`config.mk`:
```
export PLATFORM = sky130hd
export DESIGN_NAME = sdspi_boot_ctrl
export DESIGN_NICKNAME = d
export VERILOG_FILES = /design/src/rtl/sdspi_pkg.sv /design/src/rtl/sdspi_half_tick.sv /design/src/rtl/sdspi_byte_shift.sv /design/src/rtl/sdspi_boot_ctrl.sv
export SDC_FILE = /design/constraint.sdc
export NUM_CORES = 1
export LEC_CHECK = 0
export ABC_AREA = 1
export CAP_MARGIN = 10
export CORE_ASPECT_RATIO = 1.5
export CORE_MARGIN = 8
export CORE_UTILIZATION = 40
export CTS_BUF_LIST = sky130_fd_sc_hd__clkbuf_8 sky130_fd_sc_hd__clkbuf_16
export DETAILED_ROUTE_END_ITERATION = 8
export DONT_BUFFER_PORTS = 1
export PLACE_DENSITY = 0.59
export SYNTH_ARGS = -nofsm -noshare
export SYNTH_HDL_FRONTEND = slang
export SYNTH_SLANG_ARGS = --single-unit
```
`constraint.sdc`:
```
create_clock -name clk -period 7.25 [get_ports clk]
set_input_delay 0.725 -clock clk [delete_from_list [all_inputs] [get_ports clk]]
set_output_delay 0.725 -clock clk [all_outputs]
set_load 0.005 [all_outputs]
```
`src/rtl/sdspi_pkg.sv`:
```
package sdspi_pkg;

   typedef enum logic [1:0] {
      FAIL_NONE    = 2'd0,
      FAIL_BAD_R1  = 2'd1,
      FAIL_NO_RESP = 2'd2,
      FAIL_RETRY   = 2'd3
   } fail_e;

   typedef enum logic [2:0] {
      ST_BOOT,
      ST_DUMMY,
      ST_CMD,
      ST_POLL,
      ST_TAIL,
      ST_DECIDE,
      ST_READY,
      ST_FAIL
   } seq_st_e;

   typedef enum logic [1:0] {
      PH_RESET,
      PH_ACTIVATE,
      PH_USER
   } phase_e;

   // CRC7, polynomial x^7 + x^3 + 1, over a 40-bit header, MSB first
   function automatic logic [6:0] crc7_40(input logic [39:0] d);
      logic [6:0] c;
      logic       fb;
      c = '0;
      for (int i = 39; i >= 0; i--) begin
         fb = d[i] ^ c[6];
         c  = {c[5:0], 1'b0};
         if (fb) c = c ^ 7'h09;
      end
      return c;
   endfunction

endpackage

```
`src/rtl/sdspi_half_tick.sv`:
```
module sdspi_half_tick #(
   parameter int SLOW_HALF = 63,
   parameter int FAST_HALF = 2
) (
   input  logic clk,
   input  logic rst_n,
   input  logic run,
   input  logic fast,
   output logic tick
);
   localparam int CW = $clog2(SLOW_HALF + 1);

   logic [CW-1:0] cnt_q;
   logic [CW-1:0] lim;

   assign lim  = fast ? CW'(FAST_HALF - 1) : CW'(SLOW_HALF - 1);
   assign tick = run && (cnt_q == lim);

   always_ff @(posedge clk or negedge rst_n) begin
      if (!rst_n)            cnt_q <= '0;
      else if (!run || tick) cnt_q <= '0;
      else                   cnt_q <= cnt_q + 1'b1;
   end
endmodule

```
`src/rtl/sdspi_byte_shift.sv`:
```
module sdspi_byte_shift (
   input  logic       clk,
   input  logic       rst_n,
   input  logic       start,
   input  logic [7:0] tx_byte,
   input  logic       tick,
   input  logic       miso,
   output logic       busy,
   output logic       done,
   output logic [7:0] rx_byte,
   output logic       sck,
   output logic       mosi
);
   logic [7:0] sh_q;
   logic [7:0] rx_q;
   logic [2:0] bit_q;

   assign mosi    = sh_q[7];
   assign rx_byte = rx_q;

   always_ff @(posedge clk or negedge rst_n) begin
      if (!rst_n) begin
         busy  <= 1'b0;
         done  <= 1'b0;
         sck   <= 1'b0;
         sh_q  <= '1;
         rx_q  <= '0;
         bit_q <= '0;
      end else begin
         done <= 1'b0;
         if (start && !busy) begin
            busy  <= 1'b1;
            sh_q  <= tx_byte;
            bit_q <= '0;
            sck   <= 1'b0;
         end else if (busy && tick) begin
            if (!sck) begin
               sck  <= 1'b1;
               rx_q <= {rx_q[6:0], miso};
            end else begin
               sck <= 1'b0;
               if (bit_q == 3'd7) begin
                  busy <= 1'b0;
                  done <= 1'b1;
               end else begin
                  sh_q  <= {sh_q[6:0], 1'b1};
                  bit_q <= bit_q + 1'b1;
               end
            end
         end
      end
   end


   sck_idle_low_chk: assert property (@(posedge clk) disable iff (!rst_n)
      !busy |-> !sck);

   start_when_idle_chk: assert property (@(posedge clk) disable iff (!rst_n)
      start |-> !busy);

   mosi_steady_high_chk: assert property (@(posedge clk) disable iff (!rst_n)
      (sck && $past(sck)) |-> $stable(mosi));
endmodule

```
`src/rtl/sdspi_boot_ctrl.sv`:
```
module sdspi_boot_ctrl
   import sdspi_pkg::*;
#(
   parameter int CLK_HZ      = 50_000_000,
   parameter int SLOW_HALF   = 63,
   parameter int FAST_HALF   = 2,
   parameter int DUMMY_BYTES = 10,
   parameter int POLL_MAX    = 8,
   parameter int RETRY_MAX   = 1000,
   parameter bit CRC_GEN     = 1'b1
) (
   input  logic        clk,
   input  logic        rst_n,
   input  logic        cmd_start,
   input  logic [5:0]  cmd_index,
   input  logic [31:0] cmd_arg,
   output logic        cmd_ready,
   output logic        rsp_valid,
   output logic [7:0]  rsp_r1,
   output logic        rsp_timeout,
   output logic        init_done,
   output logic        init_fail,
   output logic [1:0]  fail_code,
   output logic        spi_sck,
   output logic        spi_mosi,
   input  logic        spi_miso,
   output logic        spi_cs_n
);
   localparam int BMAX = (DUMMY_BYTES > 6) ? DUMMY_BYTES : 6;
   localparam int BW   = $clog2(BMAX) + 1;
   localparam int PW   = $clog2(POLL_MAX) + 1;
   localparam int RW   = $clog2(RETRY_MAX + 1);

   generate
      if (FAST_HALF < 1 || FAST_HALF > SLOW_HALF) begin : g_bad_fast
         $error("FAST_HALF must lie in 1..SLOW_HALF");
      end
      if (CLK_HZ > 800_000 * SLOW_HALF) begin : g_bad_slow
         $error("SLOW_HALF gives a bring-up clock above 400 kHz");
      end
      if (DUMMY_BYTES < 10) begin : g_bad_dummy
         $error("DUMMY_BYTES must give at least 80 wake-up clocks");
      end
      if (POLL_MAX < 1 || RETRY_MAX < 1) begin : g_bad_limits
         $error("POLL_MAX and RETRY_MAX must be at least 1");
      end
   endgenerate

   seq_st_e        state_q;
   phase_e         phase_q;
   logic [BW-1:0]  byte_q;
   logic [PW-1:0]  poll_q;
   logic [RW-1:0]  retry_q;
   logic [47:0]    frame_q;
   logic [7:0]     r1_q;
   logic           tmo_q;
   logic           fast_q;
   logic           x_start;
   logic [7:0]     x_tx;
   logic           x_busy, x_done, tick;
   logic [7:0]     x_rx;

   logic [5:0]  nxt_idx;
   logic [31:0] nxt_arg;
   logic [6:0]  nxt_crc;
   logic [47:0] nxt_frame;

   always_comb begin
      nxt_idx = 6'd1;
      nxt_arg = '0;
      if (state_q == ST_BOOT || state_q == ST_DUMMY) begin
         nxt_idx = 6'd0;
      end else if (state_q == ST_READY) begin
         nxt_idx = cmd_index;
         nxt_arg = cmd_arg;
      end
   end

   generate
      if (CRC_GEN) begin : g_crc_calc
         assign nxt_crc = crc7_40({2'b01, nxt_idx, nxt_arg});
      end else begin : g_crc_const
         assign nxt_crc = (nxt_idx == 6'd0) ? 7'h4A : 7'h7F;
      end
   endgenerate

   assign nxt_frame = {2'b01, nxt_idx, nxt_arg, nxt_crc, 1'b1};
   assign cmd_ready = (state_q == ST_READY);

   sdspi_half_tick #(.SLOW_HALF(SLOW_HALF), .FAST_HALF(FAST_HALF)) u_tick (
      .clk(clk), .rst_n(rst_n), .run(x_busy), .fast(fast_q), .tick(tick));

   sdspi_byte_shift u_shift (
      .clk(clk), .rst_n(rst_n), .start(x_start), .tx_byte(x_tx), .tick(tick),
      .miso(spi_miso), .busy(x_busy), .done(x_done), .rx_byte(x_rx),
      .sck(spi_sck), .mosi(spi_mosi));

   always_ff @(posedge clk or negedge rst_n) begin
      if (!rst_n) begin
         state_q     <= ST_BOOT;
         phase_q     <= PH_RESET;
         byte_q      <= '0;
         poll_q      <= '0;
         retry_q     <= '0;
         frame_q     <= '0;
         r1_q        <= '1;
         tmo_q       <= 1'b0;
         fast_q      <= 1'b0;
         x_start     <= 1'b0;
         x_tx        <= '1;
         spi_cs_n    <= 1'b1;
         init_done   <= 1'b0;
         init_fail   <= 1'b0;
         fail_code   <= FAIL_NONE;
         rsp_valid   <= 1'b0;
         rsp_r1      <= '0;
         rsp_timeout <= 1'b0;
      end else begin
         x_start   <= 1'b0;
         rsp_valid <= 1'b0;
         unique case (state_q)
            ST_BOOT: begin
               x_start <= 1'b1;
               x_tx    <= 8'hFF;
               byte_q  <= '0;
               state_q <= ST_DUMMY;
            end
            ST_DUMMY: if (x_done) begin
               x_start <= 1'b1;
               if (byte_q == BW'(DUMMY_BYTES - 1)) begin
                  spi_cs_n <= 1'b0;
                  x_tx     <= nxt_frame[47:40];
                  frame_q  <= nxt_frame << 8;
                  byte_q   <= '0;
                  state_q  <= ST_CMD;
               end else begin
                  x_tx   <= 8'hFF;
                  byte_q <= byte_q + 1'b1;
               end
            end
            ST_CMD: if (x_done) begin
               x_start <= 1'b1;
               if (byte_q == BW'(5)) begin
                  x_tx    <= 8'hFF;
                  poll_q  <= '0;
                  state_q <= ST_POLL;
               end else begin
                  x_tx    <= frame_q[47:40];
                  frame_q <= frame_q << 8;
                  byte_q  <= byte_q + 1'b1;
               end
            end
            ST_POLL: if (x_done) begin
               x_start <= 1'b1;
               x_tx    <= 8'hFF;
               if (!x_rx[7]) begin
                  r1_q    <= x_rx;
                  tmo_q   <= 1'b0;
                  state_q <= ST_TAIL;
               end else if (poll_q == PW'(POLL_MAX - 1)) begin
                  tmo_q   <= 1'b1;
                  state_q <= ST_TAIL;
               end else begin
                  poll_q <= poll_q + 1'b1;
               end
            end
            ST_TAIL: if (x_done) begin
               spi_cs_n <= 1'b1;
               state_q  <= ST_DECIDE;
            end
            ST_DECIDE: begin
               if (phase_q == PH_USER) begin
                  rsp_valid   <= 1'b1;
                  rsp_r1      <= r1_q;
                  rsp_timeout <= tmo_q;
                  state_q     <= ST_READY;
               end else if (tmo_q) begin
                  init_fail <= 1'b1;
                  fail_code <= FAIL_NO_RESP;
                  state_q   <= ST_FAIL;
               end else if (phase_q == PH_RESET && r1_q != 8'h01) begin
                  init_fail <= 1'b1;
                  fail_code <= FAIL_BAD_R1;
                  state_q   <= ST_FAIL;
               end else if (phase_q == PH_ACTIVATE && r1_q == 8'h00) begin
                  init_done <= 1'b1;
                  fast_q    <= 1'b1;
                  state_q   <= ST_READY;
               end else if (phase_q == PH_ACTIVATE && r1_q != 8'h01) begin
                  init_fail <= 1'b1;
                  fail_code <= FAIL_BAD_R1;
                  state_q   <= ST_FAIL;
               end else if (phase_q == PH_ACTIVATE && retry_q == RW'(RETRY_MAX)) begin
                  init_fail <= 1'b1;
                  fail_code <= FAIL_RETRY;
                  state_q   <= ST_FAIL;
               end else begin
                  retry_q  <= (phase_q == PH_RESET) ? RW'(1) : retry_q + 1'b1;
                  phase_q  <= PH_ACTIVATE;
                  spi_cs_n <= 1'b0;
                  x_start  <= 1'b1;
                  x_tx     <= nxt_frame[47:40];
                  frame_q  <= nxt_frame << 8;
                  byte_q   <= '0;
                  state_q  <= ST_CMD;
               end
            end
            ST_READY: if (cmd_start) begin
               phase_q  <= PH_USER;
               spi_cs_n <= 1'b0;
               x_start  <= 1'b1;
               x_tx     <= nxt_frame[47:40];
               frame_q  <= nxt_frame << 8;
               byte_q   <= '0;
               state_q  <= ST_CMD;
            end
            default: ;
         endcase
      end
   end


   done_fail_excl_chk: assert property (@(posedge clk) disable iff (!rst_n)
      !(init_done && init_fail));

   ready_after_done_chk: assert property (@(posedge clk) disable iff (!rst_n)
      cmd_ready |-> init_done);

   cs_edge_idle_chk: assert property (@(posedge clk) disable iff (!rst_n)
      ($rose(spi_cs_n) || $fell(spi_cs_n)) |-> !x_busy);

   poll_limit_chk: assert property (@(posedge clk) disable iff (!rst_n)
      poll_q < PW'(POLL_MAX));

   rsp_pulse_chk: assert property (@(posedge clk) disable iff (!rst_n)
      rsp_valid |=> !rsp_valid);
endmodule

```
==> flow_metrics.env <==
export IMPL_outcome="finished, final reports clean"
export IMPL_area_growth_pct=12.4
export IMPL_avgViaCountPerCell=5.18
export IMPL_start_kind="flip-flop"
export IMPL_synth_most_common_cell="nand2_1"
export IMPL_netlist_area_sq_mm=0.00753
export IMPL_synth_common_cells="273 x nand2_1, 143 x nand3_1, 126 x inv_1"
export IMPL_drt_total_wl_um=19400
export IMPL_dieArea_sq_mm=0.0236
export IMPL_multi_input_area_sq_mm=0.00375
export IMPL_syn_nets=1073
export IMPL_max_freq_mhz=240
export IMPL_cts_resized=0
export IMPL_yosys_top_cells_area="dfrtp_1 33%, nand2_1 14%, nand3_1 9.5%"
export IMPL_clkLatencyLatePin_ns=0.41
export IMPL_chipHeight_um=184
export IMPL_cp_arrival_ns=4.46
export IMPL_grt_total_usage=0.171
export IMPL_seq_area_frac_synth=0.420
export IMPL_cts_tree="yes"
export IMPL_synth_edf_count=0
export IMPL_dp_hpwl_um=14800
export IMPL_initial_core_util=0.407
export IMPL_drcViolationCount=0
export IMPL_nets=1075
export IMPL_yosysUniqueCellTypes=46
export IMPL_ys_ff_latch=125
export IMPL_gr_total_overflow=0
export IMPL_die_w_um=128
export IMPL_io_buffers=0
export IMPL_setup_tns_ns=0
export IMPL_cp_slowest_cell="dfrtp_1"
export IMPL_slew_viol_final=0
export IMPL_gp_congestion=0.830
export IMPL_grt_pass1_vias=6554
export IMPL_rsz0062_at_grt="no"
export IMPL_required_ns=7.55
export IMPL_fillers=1924
export IMPL_core_rowCount=61
export IMPL_hold_class="in -> async"
export IMPL_grt_pass1_wl_um=32100
export IMPL_cts_buffer_depth=2
export IMPL_drt_iter0_drc=408
export IMPL_setup_viol=0
export IMPL_cpPeakStageDelay_ns=0.43
export IMPL_worst_pin_slew_ns=0.641
export IMPL_antenna_cells=0
export IMPL_dr_pass1_iters=5
export IMPL_seq_area_sq_mm=0.00316
export IMPL_htreeDepth=4
export IMPL_endpoint_kind="flip-flop"
export IMPL_fin_crit_ns=4.16
export IMPL_wl_per_cell_um=15.1
export IMPL_fin_crit_sh=0.574
export IMPL_pin_count=60
export IMPL_drive_above_1_share=0.130
export IMPL_core_area_sq_mm=0.0185
export IMPL_synthFlopType="dfrtp_1"
export IMPL_antenna_found_initial=0
export IMPL_final_setup_skew_ns=0.00874
export IMPL_slew_headroom=0.568
export IMPL_ant_nets=0
export IMPL_cp_max_fo=40
export IMPL_clock_root_buffer="clkbuf_16"
export IMPL_netlist_top_cell_by_area="dfrtp_1"
export IMPL_vias=6665
export IMPL_cts_made_buffers=17
export IMPL_criticalPathCategory="reg -> reg"
export IMPL_ys_async_sr_fraction=1.00
export IMPL_clk_pin_slew_worst_paths_ns=0.06
export IMPL_path_buf_inv=4
export IMPL_yosys_warnings=0
export IMPL_max_cap_violations=0
export IMPL_syn_inst=1019
export IMPL_hold_viol=0
export IMPL_clock_sinks=125
export IMPL_synth_area_per_cell_sq_um=7.39
export IMPL_path_common_cell="nand2_1"
export IMPL_yosysTopAreaCellShare=0.333
export IMPL_grt_max_degree=100
export IMPL_cp_top_family="simple AND/OR/NAND/NOR gates"
==> registers in the layout, indices dropped and copies added (netlist names), 2 cells and up <==
name and flops:
u_tick.cnt_q 6, u_shift.sh_q 8, fail_code 2, poll_q 4
retry_q 10, u_shift.bit_q 3, phase_q 2, u_shift.rx_byte 8
state_q 3, rsp_r1 8, byte_q 5, r1_q 8
x_tx 8, frame_q 40
==> routing by layer <==
metal	vias up	global-route usage	part of all wire	wire length, um
met5	-	0	0	0
met4	0	0.0735	0.031	609
met3	32	0.0372	0.043	836
met2	149	0.323	0.54	10400
met1	3132	0.177	0.39	7560
li1	3352	-	-	-
==> cells in the final DEF, fill, tap and decap left out, types with 2 or more instances in the layout <==
master / instances
nand3_1: 143
a31oi_1: 11
o22ai_1: 6
nor2_2: 2
or2_2: 2
o211ai_1: 3
ha_1: 12
bufinv_16: 6
nor2_1: 56
o21a_1: 25
nand2_1: 273
inv_2: 3
a21oi_1: 21
nand2_4: 2
dfstp_2: 25
nor3b_1: 4
a211oi_1: 2
o21ai_1: 2
nor4_1: 2
a41oi_1: 2
buf_4: 4
nand4_1: 15
xnor2_1: 2
clkinv_4: 4
clkbuf_16: 17
nand3b_1: 3
a221oi_1: 2
xor2_1: 2
nand2_2: 40
nand3_2: 21
dfrtp_1: 100
inv_1: 127
nor3_1: 20
o21ai_0: 58
clkinv_1: 2
==> logic make-up (layout without fill, tap and decap cells) <==
logic type,Yosys count,in the layout,share of synthesized area
and+or+nand+nor,586,586,0.365
xor gates and xnor gates,4,4,0.00466
DFF,125,125,0.420
adders and majority gates,12,12,0.0199
AOI/OAI and AO/OA,136,136,0.107
muxes,1,1,0.00133
buffers and inverters,155,170,0.0821
==> repair_timing <==
| item | CTS | global route |
|---|---|---|
| hold endpoints to repair | 27 | 3 |
| setup buffers | 0 | 0 |
| hold buffers | 1 | 1 |
==> area by class of cell <==
type	instances	share of cell area
Inverter	132	0.0589
Sequential cell	125	0.373
Clock buffer	18	0.0519
Timing Repair Buffer	6	0.00710
Tap cell	252	0.0373
Multi-Input combinational cell	739	0.443
Clock inverter	14	0.0284
==> metrics by stage <==
step	area [sq um]	util	setup WS, ns	std cells	hold WS (ns)
final	8460	0.458	3.09	1286	0.0253
after global routing	8460	0.458	2.67	1286	0.00366
after CTS	8450	0.458	3.11	1285	0.00336
after detailed placement	7750	0.420	3.13	1252	0.433
after global placement	7750	0.420	3.24	1252	0.433
after floorplan	7530	-	4.19	1019	0.429
==> final timing paths <==
kind                       slack [ns]                  to        from  depth (start not counted)
setup / recovery                 3.09         frame_q[14]  state_q[0]                         31
hold / removal                   0.03               tmo_q       rst_n                          0
setup reg to reg                 3.09         frame_q[14]  state_q[0]                         31
hold reg to reg                  0.47             r1_q[7]     r1_q[7]                          2
max in group asynchronous        6.49           rsp_r1[0]       rst_n                          1
min in group clk                 0.44  u_shift.rx_byte[0]    spi_miso                          2
Power is left out: the tool's default activity adds up to more than one toggle a clock period on the data nets, which glitch-free logic cannot reach.
